### src/rtl/smram_pkg.sv
package smram_pkg;
  localparam int unsigned REG_W = 8;
  localparam int unsigned CFG_AW = 8;
  localparam int unsigned MEM_AW = 20;

  localparam logic [CFG_AW-1:0] OFS_CTL = 8'h9d;
  localparam logic [CFG_AW-1:0] OFS_EXT = 8'h9e;

  localparam int unsigned POS_OPEN  = 6;
  localparam int unsigned POS_CLOSE = 5;
  localparam int unsigned POS_LOCK  = 4;
  localparam int unsigned POS_GEN   = 3;

  localparam logic [REG_W-1:0] CTL_RST     = 8'h02;
  localparam logic [REG_W-1:0] CTL_WM_FREE = 8'h78;
  localparam logic [REG_W-1:0] CTL_WM_LOCK = 8'h20;
  localparam logic [REG_W-1:0] EXT_RST     = 8'h38;
  localparam logic [REG_W-1:0] EXT_WM_FREE = 8'h87;
  localparam logic [REG_W-1:0] EXT_WM_LOCK = 8'h00;

  localparam logic [MEM_AW-1:0] WIN_LO = 20'ha0000;
  localparam logic [MEM_AW-1:0] WIN_HI = 20'hc0000;
endpackage

### src/rtl/smram_mask_reg.sv
module smram_mask_reg #(
  parameter int unsigned W = 8,
  parameter logic [W-1:0] RST_VAL = '0,
  parameter logic [W-1:0] WM_FREE = '1,
  parameter logic [W-1:0] WM_LOCK = '0
) (
  input  logic         clk,
  input  logic         rst_n,
  input  logic         wr_i,
  input  logic         lock_i,
  input  logic [W-1:0] wdata_i,
  output logic [W-1:0] q_o
);
  logic [W-1:0] wmask;
  logic [W-1:0] q_d;
  logic         q_en;

  always_comb begin
    wmask = lock_i ? WM_LOCK : WM_FREE;
    q_en  = wr_i;
    q_d   = (q_o & ~wmask) | (wdata_i & wmask);
  end

  always_ff @(posedge clk or negedge rst_n) begin
    if (!rst_n)    q_o <= RST_VAL;
    else if (q_en) q_o <= q_d;
  end

  AST_LOCKED_MASK: assert property (@(posedge clk) disable iff (!rst_n)
    lock_i |=> ((q_o & ~WM_LOCK) == ($past(q_o) & ~WM_LOCK)));
  AST_IDLE_HOLD: assert property (@(posedge clk) disable iff (!rst_n)
    !wr_i |=> $stable(q_o));
endmodule

### src/rtl/smram_compat_decode.sv
module smram_compat_decode #(
  parameter int unsigned AW = 20,
  parameter logic [AW-1:0] LO = '0,
  parameter logic [AW-1:0] HI = '1
) (
  input  logic          clk,
  input  logic          rst_n,
  input  logic [AW-1:0] addr_i,
  input  logic          smm_i,
  input  logic          open_i,
  input  logic          close_i,
  input  logic          gen_i,
  output logic          in_win_o,
  output logic          to_ram_o
);
  logic smm_view;

  always_comb begin
    in_win_o = (addr_i >= LO) && (addr_i < HI);
    smm_view = smm_i && !close_i;
    to_ram_o = in_win_o && gen_i && (smm_view || open_i);
  end

  AST_RAM_IN_WINDOW: assert property (@(posedge clk) disable iff (!rst_n)
    to_ram_o |-> in_win_o);
  AST_RAM_NEEDS_GEN: assert property (@(posedge clk) disable iff (!rst_n)
    to_ram_o |-> gen_i);
endmodule

### src/rtl/smram_lock_ctrl.sv
module smram_lock_ctrl
  import smram_pkg::*;
(
  input  logic              clk,
  input  logic              rst_n,
  input  logic              cfg_wr,
  input  logic [CFG_AW-1:0] cfg_addr,
  input  logic [REG_W-1:0]  cfg_wdata,
  output logic [REG_W-1:0]  cfg_rdata,
  input  logic [MEM_AW-1:0] mem_addr,
  input  logic              mem_smm,
  output logic              mem_in_compat,
  output logic              mem_to_ram,
  output logic [REG_W-1:0]  smram_ctl,
  output logic [REG_W-1:0]  smram_ext
);
  localparam int unsigned NREG = 2;

  logic [NREG-1:0] sel;
  logic [REG_W-1:0] regq [NREG];
  logic lock;

  always_comb begin
    sel[0] = cfg_wr && (cfg_addr == OFS_CTL);
    sel[1] = cfg_wr && (cfg_addr == OFS_EXT);
  end

  for (genvar g = 0; g < NREG; g++) begin : g_reg
    smram_mask_reg #(
      .W(REG_W),
      .RST_VAL((g == 0) ? CTL_RST : EXT_RST),
      .WM_FREE((g == 0) ? CTL_WM_FREE : EXT_WM_FREE),
      .WM_LOCK((g == 0) ? CTL_WM_LOCK : EXT_WM_LOCK)
    ) u_reg (
      .clk(clk), .rst_n(rst_n), .wr_i(sel[g]), .lock_i(lock),
      .wdata_i(cfg_wdata), .q_o(regq[g])
    );
  end

  always_comb begin
    smram_ctl = regq[0];
    smram_ext = regq[1];
    lock      = smram_ctl[POS_LOCK];
    if (cfg_addr == OFS_CTL)      cfg_rdata = smram_ctl;
    else if (cfg_addr == OFS_EXT) cfg_rdata = smram_ext;
    else                          cfg_rdata = '0;
  end

  smram_compat_decode #(.AW(MEM_AW), .LO(WIN_LO), .HI(WIN_HI)) u_dec (
    .clk(clk), .rst_n(rst_n), .addr_i(mem_addr), .smm_i(mem_smm),
    .open_i(smram_ctl[POS_OPEN]), .close_i(smram_ctl[POS_CLOSE]),
    .gen_i(smram_ctl[POS_GEN]), .in_win_o(mem_in_compat), .to_ram_o(mem_to_ram)
  );

  AST_LOCK_STICKY: assert property (@(posedge clk) disable iff (!rst_n)
    lock |=> lock);
  AST_FOREIGN_WR: assert property (@(posedge clk) disable iff (!rst_n)
    (cfg_wr && cfg_addr != OFS_CTL && cfg_addr != OFS_EXT) |=>
      ($stable(smram_ctl) && $stable(smram_ext)));
endmodule

### config.mk
export PLATFORM = sky130hd
export DESIGN_NAME = smram_lock_ctrl
export DESIGN_NICKNAME = d
export VERILOG_FILES = /design/src/rtl/smram_pkg.sv /design/src/rtl/smram_mask_reg.sv /design/src/rtl/smram_compat_decode.sv /design/src/rtl/smram_lock_ctrl.sv
export SDC_FILE = /design/constraint.sdc
export NUM_CORES = 1
export LEC_CHECK = 0
export ABC_AREA = 1
export BUFFER_PORTS_ARGS = -buffer_cell sky130_fd_sc_hd__clkbuf_2
export CORE_MARGIN = 2
export CORE_UTILIZATION = 36
export DETAILED_ROUTE_END_ITERATION = 16
export MAX_ROUTING_LAYER = met4
export PLACE_DENSITY = 0.84
export SYNTH_ARGS = -nofsm -noshare
export SYNTH_HDL_FRONTEND = slang
export SYNTH_HIERARCHICAL = 1
export SYNTH_SLANG_ARGS = --single-unit
### constraint.sdc
create_clock -name clk -period 0.9 [get_ports clk]
set_input_delay 0.09 -clock clk [delete_from_list [all_inputs] [get_ports clk]]
set_output_delay 0.09 -clock clk [all_outputs]
set_load 0.1 [all_outputs]
==> results of run 1 <==
[what timing repair did]
action	CTS
pin swaps	12
endpoints found under the setup margin	24
endpoints found under the hold margin	8
buffers inserted	3
gates resized for setup	21
hold buffers	1
[through the flow]
stage / cell area (um2) / TNS (ns) / utilization (%) / hold slack [ns] / setup WS (ns)
detailed placement: 1600 / -4.98 / 83.1 / -0.0565 / -0.343
floorplan: 1050 / -2.60 / - / -0.206 / -0.513
global placement: 1600 / -4.43 / 83.1 / -0.0626 / -0.290
CTS: 1720 / -5.32 / 89.6 / 0.0402 / -0.385
[synth_stat cells, types with 3 or more instances]
library cell   n  area (um2)
inv_1          8        30.0
nor2_1         4        15.0
nand3_1       15        75.1
dfrtp_1        8         200
conb_1         4        15.0
nand2_2        6        37.5
buf_4          8        60.1
nand2_1       26        97.6
nand3_2        8        80.1
nor2_8         3        60.1
[kinds of logic after synthesis]
family                 synth area share, %
buffers and inverters                 16.2
AOI/OAI and AO/OA                     1.38
other                                 2.07
DFF                                   27.6
and+or+nand+nor                       52.8
==> run summary, run 1 <==
CTS sink cnt - 8
Syn. warnings - 6
Last stage - global routing (5_1_grt)
dpl hpwl - 1.96 mm
Mapped Cells - 97
grt repair worst endpoint - mem_to_ram
part of the Yosys area used for sequential elements - 27.6%
initial antenna violation count - 0
Site Rows - 16
CTS max path bufs - 2
H-tree depth - 1
TritonCTS Buffers - 3
synth unique cells - 17
initial core utilization - 37.8%
Post-synth EDFFs - 0
GP Congestion - 0.688
port bufs - 40
Tool Error - [ERROR DPL-0033] detailed placement checks failed during check placement.
Syn Std Cell Area - 726 um2
status - aborted with a tool error
die height - 48.9 um
post-placement cell count - 176
boundary pin count - 66
Die W - 48.9 um
clk root buf - clkbuf_4
asr flop ratio synth - 100%
Worst EP Category - primary output
largest net degree at the start of global routing - 11
Synth Area per Inst - 7.48 um2
top_reg_cell synth - dfrtp_1
Synth Register Bits - 8
==> run 2: changes to the inputs <==
Settings changed: CORE_AREA from default to 2 2 63 65, CORE_MARGIN 2 to default, CORE_UTILIZATION 36 to default, DIE_AREA from default to 0 0 65 67, MAX_ROUTING_LAYER met4 to default, PLACE_DENSITY 0.84 to default, PLACE_DENSITY_LB_ADDON from default to 0.15.
==> run 2 against run 1 <==
Compared with the run above: synthesized cell count stayed put; area after synthesis stayed put; the flow now finishes, with violations (setup timing).
==> run summary, run 2 <==
total of max-cap violations - 0
Starting DRT DRC Count - 8
synth-to-layout area growth - 159%
WL met2 - 1.11 mm
Clock Latency Late Sink - 0.23 ns
final setup fails - 24
CTS max path bufs - 2
core box area - 0.00361 mm2
Antenna diodes - 0
asr flop ratio synth - 100%
fin area - 0.00188 mm2
CP max-delay cell - dfrtp_4
Layout Utilization - 52.2%
drt pass-1 iters - 3
antenna violation net count after detailed routing - 0
Switching Fraction - 41.2%
max layer used - met4
Post-synth EDFFs - 0
category of the most critical setup path - flip-flop to output port
die height - 67 um
most frequent cell after synthesis - nand2_1
clock power share - 27.7%
global-route wire length before repair - 3.91 mm
H-tree depth - 1
Synth area leaders - dfrtp_1 28%, nand2_1 13%, nand3_2 11%
NumNets Final - 201
crit path cell chain - inv_2 -> a21oi_2 -> nor2_4 -> buf_12
Mapped Cells - 97
most frequent cells in the layout - 20 x clkbuf_2, 20 x buf_12, 14 x nand2_1
layout cell share with drive strength beyond 1 - 76.7%
failing checks - setup timing
status - finished, violations left
CTS sink cnt - 8
initial core utilization - 20.1%
area leader, netlist - dfrtp_1
Setup crit start - g_reg[0].u_reg/q_o[5]
post-layout min period - 1.22 ns
Vias/cell - 4.03
port bufs - 40
synth unique cells - 17
Worst Clk Skew - 0.00162 ns
crit-path max cell delay - 0.50 ns
Max FO, Critical Path - 3
Non-Filler Instances - 207
DIE AREA - 0.00436 mm2
GRT Overall Usage - 11.8%
vias - 834
Synth Register Bits - 8
period utilization - 135%
Static Leak - 0.850 nW
commonest cells in the netlist - 26 x nand2_1, 15 x nand3_1
drt wl/cell - 10.6 um
Syn. warnings - 6
Net Sw Power - 0.000646 W
reg-to-reg slack, setup - -0.09 ns
pins over their slew limit - 0
largest net degree at the start of global routing - 9
Data arrival, critical path - 1.13 ns
vias in the first global route - 892
R2R cell count - 5
Site Rows - 22
register share of total power - 26.8%
Placed Area - 0.00163 mm2
clk root buf - clkbuf_8
part of the Yosys area used for sequential elements - 27.6%
hold slack - 0.0782 ns
Syn Std Cell Area - 726 um2
RSZ-0062 raised after global routing - true
Overall Power - 0.00157 W
Die W - 65 um
initial antenna violation count - 0
gr ovfl total - 0
combinational cell fraction of total power - 45.5%
post-placement cell count - 194
CTS tree - done
Synth Area per Inst - 7.48 um2
Power Dens Cells - 834 mW/mm2
boundary pin count - 66
routed wl met3 - 132 um
GP Congestion - 0.685
Max Freq - 823 MHz
final-report hold violation count - 0
routed wire length - 2.20 mm
TritonCTS Buffers - 3
dpl hpwl - 1.80 mm
Critical Path Sink - mem_to_ram
Clock transition at path regs - 0.04 ns
Setup crit start kind - flip-flop
top_reg_cell synth - dfrtp_1
Yosys top cell area share - 27.6%
Worst Hold Class - input pin to flip-flop
Worst Setup End Kind - output port
routed length on met1 - 930 um
CP required - 0.81 ns
post-route setup slack - -0.315 ns
Internal - 0.000923 W
peak supply drop - 0.699 mV
DRC Markers - 0
run 2: cell counts after synthesis:
No cell type changed its count.
run 2: metal layers:
metal  GRT usage (%)  vias up
li1                -      417
met1            14.2      387
met2            20.0       26
met3            2.36        4
met4            5.59        0
met5               0        -
run 2: logic make-up (layout without fill, tap and decap cells):
logic type	Yosys count	count (layout)	share of synthesized area, %
AO/OA/AOI/OAI	2	2	1.38
AND/OR/NAND/NOR	64	64	52.8
flip-flops	8	8	27.6
buffers and inverters	19	77	16.2
other	4	8	2.07
run 2: stage by stage:
step / worst slack, ns / TNS (ns)
6_report: -0.315 / -4.26
5_1_grt: -0.365 / -5.19
4_1_cts: -0.322 / -4.43
3_5_place_dp: -0.346 / -4.66
3_3_place_gp: -0.334 / -4.46
2_1_floorplan: -0.513 / -2.60
run 2: how the worst min path moves through the flow:
stage | startpoint | endpoint | slack (ns) | cells after the start
global placement | rst_n | async pin | -0.05 | 1
floorplan | rst_n | async pin | -0.21 | 0
detailed placement | rst_n | async pin | -0.05 | 1
global route | cfg_wdata[5] | g_reg[0].u_reg/q_o[5] | 0.09 | 3
finish | cfg_wdata[5] | g_reg[0].u_reg/q_o[5] | 0.08 | 3
CTS | cfg_wdata[5] | g_reg[0].u_reg/q_o[5] | 0.08 | 3
run 2: critical path, delay by kind of cell, from the launching register on:
kind            cells  cell delay, ns
buf+inv             2            0.24
flops               1            0.50
simple gates        1            0.10
compound gates      1            0.05
run 2: layout make-up:
type                            instances  area [um2]
Inverter                               10        68.8
Multi-Input combinational cell         74         716
Fill cell                             316        1730
Clock buffer                            3        41.3
Timing Repair Buffer                   64         764
Tap cell                               48        60.1
Sequential cell                         8         230
run 2: timing repair:
item | 4_1_cts | 5_1_grt
hold buffers | 1 | 0
setup buffers | 8 | 0
setup endpoints to repair | 25 | 25
resized for setup | 25 | 5
hold endpoints to repair | 8 | 0
pin swaps | 18 | 3
gates cloned | 1 | 0
run 2: power by group through the flow:
stage                     clock [W]  sequential, W  combinational, W
after global routing       0.000480       0.000422          0.000748
final                      0.000435       0.000420          0.000714
after global placement            0       0.000423          0.000637
after detailed placement          0       0.000423          0.000642
after floorplan                   0       0.000560          0.000310
after CTS                  0.000447       0.000420          0.000710
Power figures use the tool's default switching activity.
